`src/rtl/sbx_pkg.sv`:
```
package sbx_pkg;

    localparam int BYTE_W = 8;
    localparam int CNT_W  = 2 * BYTE_W;

    // write target codes on reg_sel
    typedef enum logic [2:0] {
        SEL_CTRL   = 3'd0,
        SEL_CNT_LO = 3'd1,
        SEL_CNT_HI = 3'd2,
        SEL_ADR_LO = 3'd3,
        SEL_ADR_HI = 3'd4,
        SEL_TRIG   = 3'd5,
        SEL_ACK    = 3'd6,
        SEL_NONE   = 3'd7
    } reg_sel_e;

    typedef enum logic [1:0] {
        XF_IDLE,
        XF_HOST,
        XF_DMA
    } xfer_state_e;

    typedef enum logic [1:0] {
        DST_NONE,
        DST_HOST,
        DST_DMA
    } dest_kind_e;

    localparam int CTRL_OUTEN_BIT = 1;
    localparam int CTRL_IRQEN_BIT = 6;

    localparam int ST_END_BIT   = 6;
    localparam int ST_BUSY_BIT  = 3;
    localparam int ST_AVAIL_BIT = 1;

    typedef struct packed {
        logic end_n;
        logic busy_n;
        logic avail_n;
        logic ready;
        logic eod;
    } flags_t;

    typedef struct packed {
        logic dbc_wr_lo;
        logic dbc_wr_hi;
        logic dac_wr_lo;
        logic dac_wr_hi;
        logic mask_top;
        logic step;
        logic dma_adv;
        logic reload;
    } cnt_cmd_t;

    function automatic dest_kind_e classify_dest(input logic [2:0] code);
        dest_kind_e k;
        case (code)
            3'd2, 3'd3:       k = DST_HOST;
            3'd4, 3'd5, 3'd7: k = DST_DMA;
            default:          k = DST_NONE;
        endcase
        return k;
    endfunction

    function automatic logic [BYTE_W-1:0] pack_status(input flags_t f);
        logic [BYTE_W-1:0] s;
        s = '1;
        s[ST_END_BIT]   = f.end_n;
        s[ST_BUSY_BIT]  = f.busy_n;
        s[ST_AVAIL_BIT] = f.avail_n;
        return s;
    endfunction

endpackage

```
`src/rtl/sbx_counters.sv`:
```
module sbx_counters
    import sbx_pkg::*;
#(
    parameter int TOP_W = 4
) (
    input  logic              clk,
    input  logic              rst,
    input  cnt_cmd_t          cmd,
    input  logic [BYTE_W-1:0] wdata,
    output logic [CNT_W-1:0]  dac,
    output logic [CNT_W-1:0]  dbc,
    output logic              step_ends,
    output logic [CNT_W-1:0]  dma_words
);
    localparam int LOW_W = CNT_W - TOP_W;
    localparam logic [CNT_W-1:0] RELOAD = {{TOP_W{1'b1}}, {LOW_W{1'b0}}};
    localparam logic [CNT_W-1:0] STEP   = CNT_W'(2);

    logic [CNT_W-1:0] dbc_dec;
    logic [CNT_W:0]   dbc_plus;
    logic [CNT_W-1:0] dma_bytes;

    assign dbc_dec   = dbc - STEP;
    // signed result at or below zero: sign bit set or all zero
    assign step_ends = dbc_dec[CNT_W-1] || (dbc_dec == '0);
    assign dbc_plus  = {1'b0, dbc} + {{CNT_W{1'b0}}, 1'b1};
    assign dma_words = dbc_plus[CNT_W:1];
    assign dma_bytes = {dma_words[CNT_W-2:0], 1'b0};

    always_ff @(posedge clk) begin
        if (rst) begin
            dac <= '0;
            dbc <= '0;
        end else begin
            if (cmd.dac_wr_lo)
                dac[BYTE_W-1:0] <= wdata;
            else if (cmd.dac_wr_hi)
                dac[CNT_W-1:BYTE_W] <= wdata;
            else if (cmd.step)
                dac <= dac + STEP;
            else if (cmd.dma_adv)
                dac <= dac + dma_bytes;

            if (cmd.dbc_wr_lo)
                dbc[BYTE_W-1:0] <= wdata;
            else if (cmd.dbc_wr_hi)
                dbc[CNT_W-1:BYTE_W] <= wdata;
            else if (cmd.reload)
                dbc <= RELOAD;
            else if (cmd.step)
                dbc <= dbc_dec;
            else if (cmd.mask_top)
                dbc[CNT_W-1 -: TOP_W] <= '0;
        end
    end

endmodule

```
`src/rtl/sbx_sequencer.sv`:
```
module sbx_sequencer
    import sbx_pkg::*;
(
    input  logic              clk,
    input  logic              rst,
    input  logic              reg_we,
    input  logic [2:0]        reg_sel,
    input  logic [BYTE_W-1:0] reg_wdata,
    input  logic [2:0]        dest_code,
    input  logic              host_rd,
    input  logic              step_ends,
    output cnt_cmd_t          cmd,
    output flags_t            flags,
    output logic [BYTE_W-1:0] ctrl_q,
    output logic              host_take,
    output logic              dma_req,
    output logic              irq
);
    xfer_state_e state;
    reg_sel_e    wr;
    dest_kind_e  kind;
    logic        out_en;
    logic        irq_en;
    logic        trig_fire;
    logic        abort;
    logic        dma_fire;
    logic        finish;

    always_comb begin
        wr = reg_we ? reg_sel_e'(reg_sel) : SEL_NONE;
    end

    assign kind      = classify_dest(dest_code);
    assign out_en    = ctrl_q[CTRL_OUTEN_BIT];
    assign irq_en    = ctrl_q[CTRL_IRQEN_BIT];
    assign trig_fire = (wr == SEL_TRIG) && out_en;
    assign abort     = (wr == SEL_CTRL) && !reg_wdata[CTRL_OUTEN_BIT];
    assign host_take = host_rd && !flags.avail_n && !trig_fire && !abort;
    assign dma_fire  = (state == XF_DMA) && !trig_fire && !abort;
    assign finish    = (host_take && step_ends) || dma_fire;
    assign dma_req   = (state == XF_DMA);
    assign irq       = irq_en && !flags.end_n;

    always_comb begin
        cmd           = '0;
        cmd.dbc_wr_lo = (wr == SEL_CNT_LO);
        cmd.dbc_wr_hi = (wr == SEL_CNT_HI);
        cmd.dac_wr_lo = (wr == SEL_ADR_LO);
        cmd.dac_wr_hi = (wr == SEL_ADR_HI);
        cmd.mask_top  = trig_fire || (wr == SEL_ACK);
        cmd.step      = host_take;
        cmd.dma_adv   = dma_fire;
        cmd.reload    = finish;
    end

    always_ff @(posedge clk) begin
        if (rst) begin
            flags  <= '{end_n: 1'b1, busy_n: 1'b1, avail_n: 1'b1, ready: 1'b0, eod: 1'b0};
            ctrl_q <= '0;
            state  <= XF_IDLE;
        end else begin
            if (wr == SEL_CTRL)
                ctrl_q <= reg_wdata;
            if (wr == SEL_ACK)
                flags.end_n <= 1'b1;

            if (abort) begin
                flags.busy_n  <= 1'b1;
                flags.avail_n <= 1'b1;
                state         <= XF_IDLE;
            end else if (trig_fire) begin
                flags.busy_n <= 1'b0;
                flags.eod    <= 1'b0;
                flags.ready  <= 1'b0;
                case (kind)
                    DST_HOST: begin
                        flags.avail_n <= 1'b0;
                        flags.ready   <= 1'b1;
                        state         <= XF_HOST;
                    end
                    DST_DMA: begin
                        flags.avail_n <= 1'b1;
                        state         <= XF_DMA;
                    end
                    default: begin
                        flags.avail_n <= 1'b1;
                        state         <= XF_IDLE;
                    end
                endcase
            end else if (finish) begin
                flags.end_n   <= 1'b0;
                flags.busy_n  <= 1'b1;
                flags.avail_n <= 1'b1;
                flags.eod     <= 1'b1;
                flags.ready   <= 1'b0;
                state         <= XF_IDLE;
            end
        end
    end

endmodule

```
`src/rtl/sbx_xfer_engine.sv`:
```
module sbx_xfer_engine
    import sbx_pkg::*;
#(
    parameter int ADDR_W = 14,
    parameter int TOP_W  = 4
) (
    input  logic              clk,
    input  logic              rst,
    input  logic              reg_we,
    input  logic [2:0]        reg_sel,
    input  logic [7:0]        reg_wdata,
    input  logic [2:0]        dest_code,
    input  logic              host_rd,
    output logic [15:0]       host_rdata,
    output logic              host_rvalid,
    output logic              buf_rd_en,
    output logic [ADDR_W-1:0] buf_addr,
    input  logic [7:0]        buf_byte_hi,
    input  logic [7:0]        buf_byte_lo,
    output logic [7:0]        stat_n,
    output logic              data_ready,
    output logic              end_of_data,
    output logic              irq,
    output logic              dma_req,
    output logic [15:0]       dma_words,
    output logic [15:0]       dac_out,
    output logic [15:0]       dbc_out
);
    localparam logic [CNT_W-1:0] NO_DATA = '1;

    cnt_cmd_t          cmd;
    flags_t            flags;
    logic [BYTE_W-1:0] ctrl_q;
    logic              host_take;
    logic              step_ends;
    logic              served_q;
    logic              rvalid_q;

    sbx_sequencer u_seq (
        .clk       (clk),
        .rst       (rst),
        .reg_we    (reg_we),
        .reg_sel   (reg_sel),
        .reg_wdata (reg_wdata),
        .dest_code (dest_code),
        .host_rd   (host_rd),
        .step_ends (step_ends),
        .cmd       (cmd),
        .flags     (flags),
        .ctrl_q    (ctrl_q),
        .host_take (host_take),
        .dma_req   (dma_req),
        .irq       (irq)
    );

    sbx_counters #(.TOP_W(TOP_W)) u_cnt (
        .clk       (clk),
        .rst       (rst),
        .cmd       (cmd),
        .wdata     (reg_wdata),
        .dac       (dac_out),
        .dbc       (dbc_out),
        .step_ends (step_ends),
        .dma_words (dma_words)
    );

    // word-aligned buffer address, upper counter bits drop out (wrap)
    assign buf_addr  = {dac_out[ADDR_W-1:1], 1'b0};
    assign buf_rd_en = host_take;

    always_ff @(posedge clk) begin
        if (rst) begin
            served_q <= 1'b0;
            rvalid_q <= 1'b0;
        end else begin
            served_q <= host_take;
            rvalid_q <= host_rd;
        end
    end

    assign host_rvalid = rvalid_q;
    assign host_rdata  = served_q ? {buf_byte_hi, buf_byte_lo} : NO_DATA;
    assign stat_n      = pack_status(flags);
    assign data_ready  = flags.ready;
    assign end_of_data = flags.eod;

endmodule

```
`config.mk`:
```
export PLATFORM = sky130hd
export DESIGN_NAME = sbx_xfer_engine
export DESIGN_NICKNAME = d
export VERILOG_FILES = /design/src/rtl/sbx_pkg.sv /design/src/rtl/sbx_counters.sv /design/src/rtl/sbx_sequencer.sv /design/src/rtl/sbx_xfer_engine.sv
export SDC_FILE = /design/constraint.sdc
export NUM_CORES = 1
export LEC_CHECK = 0
export BUFFER_PORTS_ARGS = -buffer_cell sky130_fd_sc_hd__buf_2
export CAP_MARGIN = 15
export CORE_ASPECT_RATIO = 1.1
export CORE_MARGIN = 5
export CORE_UTILIZATION = 50
export CTS_CLUSTER_SIZE = 12
export DETAILED_ROUTE_END_ITERATION = 8
export PLACE_DENSITY_LB_ADDON = 0.08
export SYNTH_ARGS = -nofsm -noshare
export SYNTH_HDL_FRONTEND = slang
export SYNTH_SLANG_ARGS = --single-unit
```
`constraint.sdc`:
```
create_clock -name clk -period 6.5 [get_ports clk]
set_input_delay 1.3 -clock clk [delete_from_list [all_inputs] [get_ports clk]]
set_output_delay 1.3 -clock clk [all_outputs]
set_load 0.05 [all_outputs]
```
Yosys cells after proc, flatten, opt, wreduce, memory -nomap -nowiden. Cells that the tools add are included.

Output and inout bits: 92. Register bits: 48. Logic and storage cells: 96.

Multiplexer cells: 25. Bitwise operators: 3. Reduce and logical (&&, ||, !) cells: 34. Eq/ne operators: 16. Add/sub/neg operators: 4.

Operators with widths (number): 2-to-1 mux 16 bit (4); 2-to-1 mux 8 bit (6); == test 3 bit (second input constant) (6); adder 16 x 1 -> 17 bit (second input constant) (1); adder 16 bit (1); adder 16 x 2 -> 16 bit (second input constant) (1); logical NOT 16 bit (1); subtractor 16 x 2 -> 16 bit (second input constant) (1); == test 3 x 2 -> 1 bit (second input constant) (4); 2-to-1 mux 12 bit (1); 2-to-1 mux 4 bit (3); AND reduction 2 bit (6); nonzero test 3 bit (4); logical AND 1 bit (9); case mux 2 bit (2 select lines) (2); logical NOT 1 bit (5); 2-to-1 mux 1 bit (5); 2-to-1 mux 5 bit (1); == test 2 bit (second input constant) (2); 2-to-1 mux 2 bit (2); != test 2 x 1 -> 1 bit (second input constant) (2); nonzero test 4 bit (1); OR reduction 2 bit (2); == test 3 x 1 -> 1 bit (second input constant) (1); 7 further kinds (11).

Logic depth before layout (Yosys ltp).
Depth in word-level cells: 11. Mapped depth: 18. Depth with buffers taken out: 16.

By module. From an unflattened synthesis, not the netlist that was laid out.

Cell total of the unflattened synthesis: 527. Area total of the unflattened synthesis: 4005.1 um^2.

Modules (own cells, without submodules): sbx_counters (cells each 397, area each 2945.3 um^2, times used 1); sbx_sequencer (cells each 88, area each 745.7 um^2, times used 1); sbx_xfer_engine (cells each 42, area each 314.1 um^2, times used 1).

Worst setup path before layout. OpenSTA, ideal clock, no wires.

Path type: input to register. From: input port reg_sel[0]. To: register u_cnt.dac[15]. Setup slack: 1.612 ns. Stages: 18. Path buffers: 3. Data arrival time: 4.756 ns. Path through: clkbuf_1 > or3_1 > a21oi_1 > or3b_2 > clkbuf_1 > clkbuf_1 > nand2_1 > ha_1 > inv_1 > fa_1 > nor2b_1 > o31ai_1 > a211oi_1 > o31ai_1 > o21ai_0 > xor2_1 > mux2i_1 > a21oi_1.

Word-level cells in the longest chain between the ends: 8.

Ends and longest elaborated chain: start: declaration (RTL line sbx_xfer_engine.sv:10) `input logic [2:0] reg_sel,`; 2-to-1 mux 3 bit (*) (RTL line sbx_sequencer.sv:30) `wr = reg_we ? reg_sel_e'(reg_sel) : SEL_NONE;`; == test 3 bit (RTL line sbx_sequencer.sv:36) `assign trig_fire = (wr == SEL_TRIG) && out_en;`; logical AND 1 bit (RTL line sbx_sequencer.sv:36); logical NOT 1 bit (RTL line sbx_sequencer.sv:38, sbx_sequencer.sv:39); logical AND 1 bit (on tied branches) (2 in series) (RTL line sbx_sequencer.sv:38, sbx_sequencer.sv:39); nonzero test 3 bit (no source line) / 2-to-1 mux 16 bit (equally long branches); AND reduction 2 bit (no source line) / 2-to-1 mux 8 bit (equally long branches); end signal: indexed assignment (RTL line sbx_counters.sv:38) `dac[CNT_W-1:BYTE_W] <= wdata;`; end signal: assignment (RTL line sbx_counters.sv:40) `dac <= dac + STEP;`; end signal: assignment (RTL line sbx_counters.sv:42) `dac <= dac + dma_bytes;`; end: declaration (RTL line sbx_counters.sv:10) `output logic [CNT_W-1:0] dac,`.

Mark *: on every way between the ends. The rest lies on a longest branch, timed or not. A chain may end at the register's enable or synchronous reset.

Final worst setup path.
From: input port reg_wdata[1]. To: register u_cnt.dac[15].

Word-level cells in the longest chain between the ends: 6.

Ends and longest elaborated chain: start: declaration (RTL line sbx_xfer_engine.sv:11) `input logic [7:0] reg_wdata,`; logical NOT 1 bit (*) (RTL line sbx_sequencer.sv:37) `assign abort = (wr == SEL_CTRL) && !reg_wdata[CTRL_OUTEN_BIT];`; logical AND 1 bit (*) (RTL line sbx_sequencer.sv:37); logical NOT 1 bit (*) (RTL line sbx_sequencer.sv:38, sbx_sequencer.sv:39); logical AND 1 bit (on tied branches) (RTL line sbx_sequencer.sv:38, sbx_sequencer.sv:39); nonzero test 3 bit (no source line) / 2-to-1 mux 16 bit (equally long branches); AND reduction 2 bit (no source line) / 2-to-1 mux 8 bit (equally long branches).

Marked as above.

==> impl_metrics.tcl <==
set metrics [dict create \
    swShare_pct 37.9 \
    finalHoldViolCount 0 \
    slew_headroom_pct 31.8 \
    area_delta_synth_final_pct 15.2 \
    dp_hpwl_um 8410 \
    port_buffers 119 \
    tritoncts "built" \
    clk_pin_slew_ns 0.09 \
    fp.dieW_um 91.7 \
    drc 0 \
    core_area_um2 7090 \
    cts_root_buffer "clkbuf_8" \
    setup_viol 0 \
    rows 32 \
    nets 637 \
    grt_pass1_vias 3457 \
    fmax_mhz 205 \
    rsz0062_at_grt "no" \
    gr-total-overflow 0 \
    start_util_pct 51.8 \
    synth_area_leaders "dfxtp_1 23%, ha_1 6.1%, nand2_1 5.3%, nand2b_1 4.6%, xnor2_1 4.5%" \
    cts.path.max_buffers 2 \
    h-tree-depth 2 \
    synth_area_um2 3670 \
    outcome "complete, no violations" \
    multi_input_area_um2 2490 \
    wirelength_um 10900 \
    clk_latency_ns 0.31 \
    yosys.area.top_type "dfxtp_1" \
    drt-wirelength-per-cell_um 16.3 \
    cts_hold_buf 0 \
    critical_path_class "in -> reg" \
    ys_seq_area_share_pct 23.4 \
    slowest_delay_ns 0.44 \
    die_h_um 99.9 \
    grt_max_degree 43 \
    slew_viol_final 0 \
    power_frac_seq_pct 42.8 \
    worst_pin_slew_ns 1.02 \
    synthFlopType "dfxtp_1" \
    drt_iter0_markers 193 \
    p_per_area_nw_per_um2 158 \
    cp_data_required_time_ns 6.66 \
    synth-edff-count 0 \
    gp_congestion 0.921 \
    vdd_drop_max_uv 108 \
    drive_gt1_share_pct 25.1 \
    finClkSkew_ns 0.00602 \
    maxCapViolCount 0 \
    cts_made_buffers 5 \
    nFillCells 691 \
    critPathBufInv 2 \
    cts.sinks 43 \
    p_int_uw 414 \
    syn_inst 499 \
    pwr-share-clk_pct 27.1 \
    synth_warnings 0 \
    async_flop_share_pct 0 \
    period_share_pct 75.1 \
    hp-class "reg -> reg" \
    crit_fanout 20 \
    period_needed_ns 4.88 \
    finish.utilization_pct 59.7 \
    grt_pass1_wl_um 17300 \
    power.leakage_nw 1.99 \
    antenna_found_initial 0 \
    setup-tns-final_ns 0 \
    postCtsSetupBuffers 0 \
    diodes 0 \
    cts_resized 0 \
    avgSynthCellArea_um2 7.36 \
    ant_nets 0 \
    combPwrFrac_pct 30.1 \
    synth_seq_cells 43 \
    cp.arrival_ns 5.04 \
    viasPerCell 5.68 \
    ios 126 \
    regArea_um2 861 \
    critPathLaunchType "input pin" \
    via_count 3803 \
    dr.pass1.iters 5 \
    grt_util_all_layers_pct 23.3 \
    synth.top_cell.area_share_pct 23.4 \
    power.switching_uw 253 \
    die-area_um2 9160 \
    finalHoldWorstSlack_ns 0.461 \
    crit_slowest_cell "o31ai_1" \
    synth.distinct_cells 63 \
    path_cells "buf_2 -> or3_1 -> a21oi_1 -> or3b_2 -> nand2_1 -> ha_1 -> inv_1 -> fa_1 -> nor2b_1 -> o31ai_1 -> a211oi_1 -> o31ai_1 -> o21ai_0 -> xor2_1 -> mux2i_1 -> a21oi_1" \
    critPathTopFamily "compound AO/OA/AOI/OAI gates" \
    cp-end-kind "flip-flop" \
]
==> routing by layer <==
layer  global-route usage [%]  share of wire (%)
met5                        0                  0
met4                     8.00                2.3
met3                     4.35                7.2
met2                     40.1                 48
met1                     29.4                 42
==> worst reg2reg max path, stage by stage (launching register included) <==
cell and delay [ns]:
dfxtp_1 0.34, nand3_1 0.07, a21oi_1 0.15, or3b_2 0.67, and2_1 0.23, ha_1 0.32, nor2b_1 0.17, o31ai_1 0.44
a211oi_1 0.20, o31ai_1 0.41, o21ai_0 0.18, xor2_1 0.19, mux2i_1 0.23, a21oi_1 0.08
==> cell usage after synthesis, drive strengths merged (10+ instances only) <==
| library cell | number |
|---|---|
| o21ai | 22 |
| a211oi | 10 |
| buf | 25 |
| dfxtp | 43 |
| inv | 17 |
| clkbuf | 23 |
| xnor2 | 19 |
| nor2 | 44 |
| nor3 | 18 |
| a21oi | 33 |
| nand2 | 52 |
| ha | 18 |
| nand3 | 12 |
| nand2b | 27 |
| or3 | 11 |
| and2 | 17 |
| xor2 | 11 |
==> logic make-up after synthesis <==
| family | synth area share (%) |
|---|---|
| simple gates | 31.9 |
| compound gates | 20.5 |
| buf+inv | 9.23 |
| flops | 23.4 |
| xor+xnor | 7.15 |
| fa+ha+maj | 6.68 |
| mux | 0.818 |
| other cells | 0.205 |
==> registers in the layout, indices dropped and copies added, names as in the netlist <==
signal,flops
u_cnt.dbc,16
u_seq.flags,5
served_q,1
u_cnt.dac,16
host_rvalid,1
u_seq.ctrl_q,2
u_seq.state,2
==> layout by cell type (no fill, tap or decap), drive strengths merged, types with 3 or more instances in the layout <==
cell type and n:
a221oi 3, clkbuf 5, conb 6, a21oi 33
xor2 11, xnor2 19, or2 9, o21ai 22
o211ai 3, o31ai 8, a22oi 4, mux2i 3
and3 3, ha 18, nor4 6, nand2b 27
a211oi 10, dfxtp 43, a311oi 5, a31oi 8
and4 3, nor2 44, buf 122, and2 17
nand2 52, nand3 12, a21o 3, or3 11
nor2b 7, inv 17, nor3 18, nand4 4
==> per-stage QoR <==
step / instance area [um^2] / std cells / power (mW) / worst slack, ns
after global placement: 4140 / 662 / 0.488 / 1.52
final: 4230 / 670 / 0.666 / 1.62
after CTS: 4230 / 670 / 0.672 / 1.65
after floorplan: 3690 / 503 / 0.450 / 1.61
after global routing: 4230 / 670 / 0.701 / 1.13
after detailed placement: 4140 / 662 / 0.490 / 1.35
==> power groups by stage <==
stage | Sequential [mW] | Clock, mW | Combinational (mW)
final | 0.285 | 0.181 | 0.200
after floorplan | 0.311 | 0 | 0.140
after global routing | 0.287 | 0.197 | 0.217
after detailed placement | 0.291 | 0 | 0.200
after CTS | 0.285 | 0.188 | 0.200
after global placement | 0.290 | 0 | 0.198
==> worst paths after layout <==
path | from | endpoint | slack, ns | cells after the start
hold reg to reg | u_seq.flags[0] | u_seq.flags[0] | 0.46 | 2
hold / removal | u_seq.flags[0] | u_seq.flags[0] | 0.46 | 2
setup reg to reg | u_seq.ctrl_q[1] | u_cnt.dac[15] | 2.68 | 13
setup / recovery | reg_wdata[1] | u_cnt.dac[15] | 1.62 | 16
==> cell type report <==
| class | count | area share [%] |
|---|---|---|
| multi-input combinational | 394 | 58.8 |
| tap | 85 | 2.51 |
| inverter | 18 | 1.60 |
| sequential | 43 | 20.4 |
| clock inverter | 3 | 0.473 |
| timing repair buffer | 122 | 14.6 |
| clock buffer | 5 | 1.63 |
No activity file was read; power rests on OpenSTA's default activity.
